`config.mk`:
```
export PLATFORM = sky130hd
export DESIGN_NAME = tdma_rr_arb
export DESIGN_NICKNAME = d
export VERILOG_FILES = /design/src/rtl/tdma_rr_pkg.sv /design/src/rtl/arb_slot_table.sv /design/src/rtl/arb_slot_seq.sv /design/src/rtl/arb_rr_pick.sv /design/src/rtl/tdma_rr_arb.sv
export SDC_FILE = /design/constraint.sdc
export NUM_CORES = 1
export LEC_CHECK = 0
export ABC_AREA = 0
export BUFFER_PORTS_ARGS = -buffer_cell sky130_fd_sc_hd__buf_2
export CORE_MARGIN = 1
export CORE_UTILIZATION = 58
export DETAILED_ROUTE_END_ITERATION = 16
export HOLD_SLACK_MARGIN = 0.08
export PLACE_DENSITY_LB_ADDON = 0.15
export REMOVE_ABC_BUFFERS = 1
export SLEW_MARGIN = 20
export SYNTH_ARGS = -nofsm -noshare
export SYNTH_HDL_FRONTEND = slang
export SYNTH_SLANG_ARGS = --single-unit
```
`constraint.sdc`:
```
create_clock -name clk -period 3.8 [get_ports clk]
set_input_delay 0.38 -clock clk [delete_from_list [all_inputs] [get_ports clk]]
set_output_delay 0.38 -clock clk [all_outputs]
set_load 0.01 [all_outputs]
```
`src/rtl/tdma_rr_pkg.sv`:
```
package tdma_rr_pkg;

  // circular increment of an index over a range of lim values
  function automatic int unsigned wrap_inc(input int unsigned v, input int unsigned lim);
    return (v + 1 >= lim) ? 0 : v + 1;
  endfunction

  // width of an index over n items, at least one bit
  function automatic int unsigned idx_width(input int unsigned n);
    return (n > 1) ? $clog2(n) : 1;
  endfunction

endpackage

```
`src/rtl/arb_slot_table.sv`:
```
module arb_slot_table #(
  parameter int N_SLOTS = 8,
  parameter int IDW     = 2,
  parameter int SW      = 3
) (
  input  logic           clk,
  input  logic           rst_n,
  input  logic           wr_en,
  input  logic [SW-1:0]  wr_addr,
  input  logic           wr_assign,
  input  logic [IDW-1:0] wr_owner,
  input  logic [SW-1:0]  rd_addr,
  output logic           rd_assign,
  output logic [IDW-1:0] rd_owner
);

  logic [N_SLOTS-1:0] assign_q;
  logic [IDW-1:0]     owner_q [N_SLOTS];

  for (genvar e = 0; e < N_SLOTS; e++) begin : g_entry
    logic hit;
    assign hit = wr_en && (wr_addr == SW'(e));
    always_ff @(posedge clk or negedge rst_n) begin
      if (!rst_n) begin
        assign_q[e] <= 1'b0;
        owner_q[e]  <= '0;
      end else if (hit) begin
        assign_q[e] <= wr_assign;
        owner_q[e]  <= wr_owner;
      end
    end
  end

  always_comb begin
    rd_assign = 1'b0;
    rd_owner  = '0;
    for (int e = 0; e < N_SLOTS; e++) begin
      if (rd_addr == SW'(e)) begin
        rd_assign = assign_q[e];
        rd_owner  = owner_q[e];
      end
    end
  end

endmodule

```
`src/rtl/arb_slot_seq.sv`:
```
module arb_slot_seq #(
  parameter int N_SLOTS = 8,
  parameter int SW      = 3
) (
  input  logic          clk,
  input  logic          rst_n,
  output logic [SW-1:0] slot_q
);
  import tdma_rr_pkg::*;

  logic [SW-1:0] slot_nx;
  assign slot_nx = SW'(wrap_inc(int'(slot_q), N_SLOTS));

  always_ff @(posedge clk or negedge rst_n) begin
    if (!rst_n) slot_q <= '0;
    else        slot_q <= slot_nx;
  end

endmodule

```
`src/rtl/arb_rr_pick.sv`:
```
module arb_rr_pick #(
  parameter int N_INIT = 4,
  parameter int IDW    = 2
) (
  input  logic              clk,
  input  logic              rst_n,
  input  logic [N_INIT-1:0] cand,
  output logic              found,
  output logic [IDW-1:0]    winner,
  output logic [IDW-1:0]    ptr_q
);
  import tdma_rr_pkg::*;

  // first set bit of c at or after p, searching circularly
  function automatic logic [IDW:0] first_from(input logic [N_INIT-1:0] c, input int unsigned p);
    logic [IDW:0] res;
    int unsigned  pos;
    res = '0;
    for (int k = N_INIT - 1; k >= 0; k--) begin
      pos = (p + k) % N_INIT;
      if (c[pos]) res = {1'b1, IDW'(pos)};
    end
    return res;
  endfunction

  logic [IDW:0]   pick;
  logic [IDW-1:0] ptr_nx;

  assign pick   = first_from(cand, int'(ptr_q));
  assign found  = pick[IDW];
  assign winner = pick[IDW-1:0];
  assign ptr_nx = IDW'(wrap_inc(int'(winner), N_INIT));

  always_ff @(posedge clk or negedge rst_n) begin
    if (!rst_n)     ptr_q <= '0;
    else if (found) ptr_q <= ptr_nx;
  end

endmodule

```
`src/rtl/tdma_rr_arb.sv`:
```
module tdma_rr_arb #(
  parameter int N_INIT  = 4,
  parameter int N_SLOTS = 8,
  parameter int IDW     = tdma_rr_pkg::idx_width(N_INIT),
  parameter int SW      = tdma_rr_pkg::idx_width(N_SLOTS)
) (
  input  logic              clk,
  input  logic              rst_n,
  input  logic [N_INIT-1:0] req,
  input  logic              tbl_we,
  input  logic [SW-1:0]     tbl_addr,
  input  logic              tbl_assign,
  input  logic [IDW-1:0]    tbl_owner,
  output logic [N_INIT-1:0] gnt,
  output logic              gnt_tdma,
  output logic [SW-1:0]     slot_idx
);

  logic              cur_assign;
  logic [IDW-1:0]    cur_owner;
  logic              owner_hit;
  logic [N_INIT-1:0] rr_cand;
  logic              rr_found;
  logic [IDW-1:0]    rr_winner;
  logic [IDW-1:0]    rr_ptr;
  logic              rr_event;

  arb_slot_seq #(.N_SLOTS(N_SLOTS), .SW(SW)) u_seq (
    .clk(clk), .rst_n(rst_n), .slot_q(slot_idx)
  );

  arb_slot_table #(.N_SLOTS(N_SLOTS), .IDW(IDW), .SW(SW)) u_tbl (
    .clk(clk), .rst_n(rst_n),
    .wr_en(tbl_we), .wr_addr(tbl_addr), .wr_assign(tbl_assign), .wr_owner(tbl_owner),
    .rd_addr(slot_idx), .rd_assign(cur_assign), .rd_owner(cur_owner)
  );

  // guaranteed phase: owner of the current slot asks for the bus
  always_comb begin
    owner_hit = 1'b0;
    for (int i = 0; i < N_INIT; i++)
      if (cur_assign && cur_owner == IDW'(i) && req[i]) owner_hit = 1'b1;
  end

  // slack phase sees requests only when the slot is left idle
  assign rr_cand = owner_hit ? '0 : req;

  arb_rr_pick #(.N_INIT(N_INIT), .IDW(IDW)) u_rr (
    .clk(clk), .rst_n(rst_n), .cand(rr_cand),
    .found(rr_found), .winner(rr_winner), .ptr_q(rr_ptr)
  );

  assign rr_event = rr_found;
  assign gnt_tdma = owner_hit;

  for (genvar i = 0; i < N_INIT; i++) begin : g_gnt
    assign gnt[i] = owner_hit ? (cur_owner == IDW'(i)) : (rr_found && rr_winner == IDW'(i));
  end

endmodule

```
==> results.txt <==
vias after detailed routing: 1477
I/O Buffers: 20
Startpoint Class: register
CP required: 3.42 ns
mapped cell area: 1863 um^2
DP Area: 1967 um^2
core area: 3053 um^2
post-route setup TNS: 0 ns
Vias/cell: 6.206
Reg2Reg Capture Point: u_rr.ptr_q[1]$_DFFE_PN0N_
Final Routed Wirelength: 4299 um
H-Tree Depth: 2
clock buffer count from CTS: 5
CTS clk-pin slew, worst paths: 0.09 ns
CP cell instances: ha_1, ha_1, a31oi_1, o41ai_1, a31o_2, a211oi_2, nand2_1, and3_2, nand2b_1, ha_1, a22o_1, buf_2
worst min-delay path endpoint: u_tbl.assign_q[3]$_DFFE_PN0P_
vias in the first global route: 1455
Area Overhead vs Synth: 9.738%
iteration count of the initial detailed-routing pass: 5
P_sw: 0.2927 mW
largest net degree at the start of global routing: 30
min-delay worst type: primary input to register
Root Buffer: clkbuf_4
DRC viols: 0
die width: 58.68 um
Yosys cell types: 43
total congestion overflow: 0
fin crit share: 95.31%
post-route cell area: 2044 um^2
syn_area_per_cell: 10.71 um^2
Fmax achieved: 276.1 MHz
worst-skew pair later-pin latency: 0.32 ns
I/O pins: 21
layout cell share with drive strength beyond 1: 32.99%
TritonCTS clock tree: done
top cell type by total area after synthesis: dfrtp_1
post-route minimum period: 3.622 ns
FF/Latch Area: 726.9 um^2
part of the power in registers: 47.7%
Pint: 0.6069 mW
sw frac: 32.54%
critical path arrival: 3.24 ns
Combinational Power Share: 34.2%
Slew Limit Fails: 0
Max-Slew Margin vs Limit: 56.59%
clock network power share: 18.2%
nets: 218
CP most frequent cell: ha_1
Yosys reg bits: 29
YS warnings: 0
die height: 58.68 um
final weighted congestion in routability-driven placement: 0.8662
worst-margin pin slew: 0.6512 ns
Final ANT Viol Nets: 0
Seq/Total Area, Yosys: 38.95%
all-layer global routing usage: 27.23%
die footprint: 3443 um^2
worst vdd ir: 0.2239 mV
n_diodes: 0
status: finished, final reports clean
Hold Path Stages: 2
# setup viols final: 0
DP HPWL: 3133 um
DRT iter0 DRCs: 68
Max FO, Critical Path: 10
Synth top area share: 38.95%
clk_skew: 0.007845 ns
drt wl/cell: 18.06 um
path type of the worst setup path: register to output port
worst r2r src: u_seq.slot_q[0]$_DFF_PN0_
synthesized instance count: 174
critical path capture point type: output port
multi-input logic area: 1080 um^2
CTS sink count: 29
RSZ-0062 raised after global routing: no
initial antenna violation count: 0
num rows: 20
Static Leakage: 0.8947 nW
Final Hold Fails: 0
max incr delay on CP: 0.45 ns
CP max-delay cell: dfrtp_1
worst hold path startpoint: tbl_assign
initial core utilization: 61.02%
Max-Cap Viols: 0
synth top area cells: dfrtp_1, mux2_2, ha_1
Worst Reg-to-Reg Cells: 10
Power Dens Cells: 440.0 nW/um^2
first-pass GRT wire length: 6768 um
clock buffer depth: 2
Fillers: 242
R2R Setup Slk: 0.85 ns
[layout by cell type (no fill, tap or decap), types with 2 or more instances in the layout]
cell and n:
a21oi_1 5, nor3b_1 7, nand2_1 13, a211oi_1 2
nor2_1 3, a32o_1 2, o21ai_0 8, nand4_1 4
buf_2 20, nor3_1 2, nor2b_1 7, inv_1 8
a31oi_1 2, nand4b_1 3, mux2_2 24, mux2_4 2
nand2b_1 5, o211ai_1 3, clkbuf_4 5, nand3_1 2
nand3b_1 3, dfrtp_1 28, ha_1 6, a22o_1 3
and3_1 3, ha_2 4
[per-stage QoR]
| stage | hold slack [ns] | power [mW] | setup slack [ns] | instances | utilization [%] |
|---|---|---|---|---|---|
| 4_1_cts | 0.4181 | 0.8962 | 0.05732 | 238 | 66.19 |
| 3_5_place_dp | 0.4311 | 0.7315 | 0.3392 | 231 | 64.43 |
| 5_1_grt | 0.4177 | 0.9526 | 0.02957 | 238 | 66.97 |
| 3_3_place_gp | 0.4194 | 0.7104 | 0.4971 | 231 | 64.43 |
| 6_report | 0.4310 | 0.8996 | 0.1783 | 238 | 66.97 |
| 2_1_floorplan | 0.08441 | 0.6329 | 0.8316 | 167 | - |
[critical path, delay by kind of cell (launching register included)]
| family | cells | cell delay [ns] |
|---|---|---|
| buffers and inverters | 1 | 0.12 |
| AOI/OAI and AO/OA | 5 | 0.98 |
| and+or+nand+nor | 3 | 0.58 |
| adders and majority gates | 3 | 0.78 |
| DFF | 1 | 0.45 |
[layout make-up]
| type | count | share of cell area (%) |
|---|---|---|
| sequential | 29 | 35.56 |
| clock buffer | 5 | 1.836 |
| tap | 44 | 2.693 |
| timing repair buffer | 21 | 5.386 |
| multi-input combinational | 130 | 52.82 |
| clock inverter | 1 | 0.2448 |
| inverter | 8 | 1.469 |
[synth_stat cells, drive strengths merged]
library cell and instances:
buf 6, nor2b 7, a22o 3, nand2b 5
a32oi 1, o31ai 1, o41ai 1, nor3b 7
a221o 1, o211ai 4, mux2i 1, o21ai 8
nand3b 3, and4bb 1, a21oi 5, and3 5
a2111oi 1, nand4b 3, ha 10, o31a 1
or4 1, o32a 1, clkbuf 1, mux2 26
nand3 2, a32o 2, nor2 3, o21a 1
nand2 13, a31oi 2, a31o 1, dfrtp 29
a211oi 3, a2111o 1, nand4 4, inv 8
nor3 2
[repair_timing]
item	4_1_cts	5_1_grt
endpoints found under the hold margin	6	0
gates resized for setup	1	6
hold buffers	1	0
endpoints found under the setup margin	2	4
pin swaps	0	1
setup buffers	0	0
[sequential cells by signal (all words and copies together), names as in the netlist]
register        cells
u_rr.ptr_q          2
u_seq.slot_q        3
u_tbl.assign_q      8
u_tbl.owner_q      16
[cell families (layout without fill, tap and decap cells)]
group,count (synthesis),count (layout),share of synthesized area (%)
AO/OA/AOI/OAI,37,37,15.18
adder cells (fa/ha/maj),10,10,6.716
buffers and inverters,15,35,4.365
flip-flops,29,29,38.95
multiplexers,27,27,16.66
AND/OR/NAND/NOR,56,56,18.13
[power by group through the flow]
| stage | combinational (mW) | sequential, mW | clock, mW |
|---|---|---|---|
| finish | 0.307 | 0.429 | 0.163 |
| global route | 0.337 | 0.434 | 0.181 |
| CTS | 0.301 | 0.427 | 0.168 |
| detailed placement | 0.298 | 0.433 | 0 |
| global placement | 0.279 | 0.431 | 0 |
| floorplan | 0.219 | 0.414 | 0 |
[worst max path at each step]
stage                  end                       from  cells after the start  slack [ns]
floorplan           gnt[2]  u_seq.slot_q[1]$_DFF_PN0_                     11        0.83
finish              gnt[0]  u_seq.slot_q[0]$_DFF_PN0_                     12        0.18
detailed placement  gnt[2]  u_seq.slot_q[2]$_DFF_PN0_                     12        0.34
CTS                 gnt[2]  u_seq.slot_q[0]$_DFF_PN0_                     12        0.06
global placement    gnt[2]  u_seq.slot_q[2]$_DFF_PN0_                     12        0.50
global route        gnt[2]  u_seq.slot_q[0]$_DFF_PN0_                     12        0.03
[metal layers]
metal | GRT usage, % | share of wire [%]
met4 | 9.864 | 2.0
met2 | 47.78 | 51
met1 | 31.77 | 41
met5 | 0 | 0
met3 | 7.692 | 5.3
Note: power is estimated with default switching activity, not from simulation.
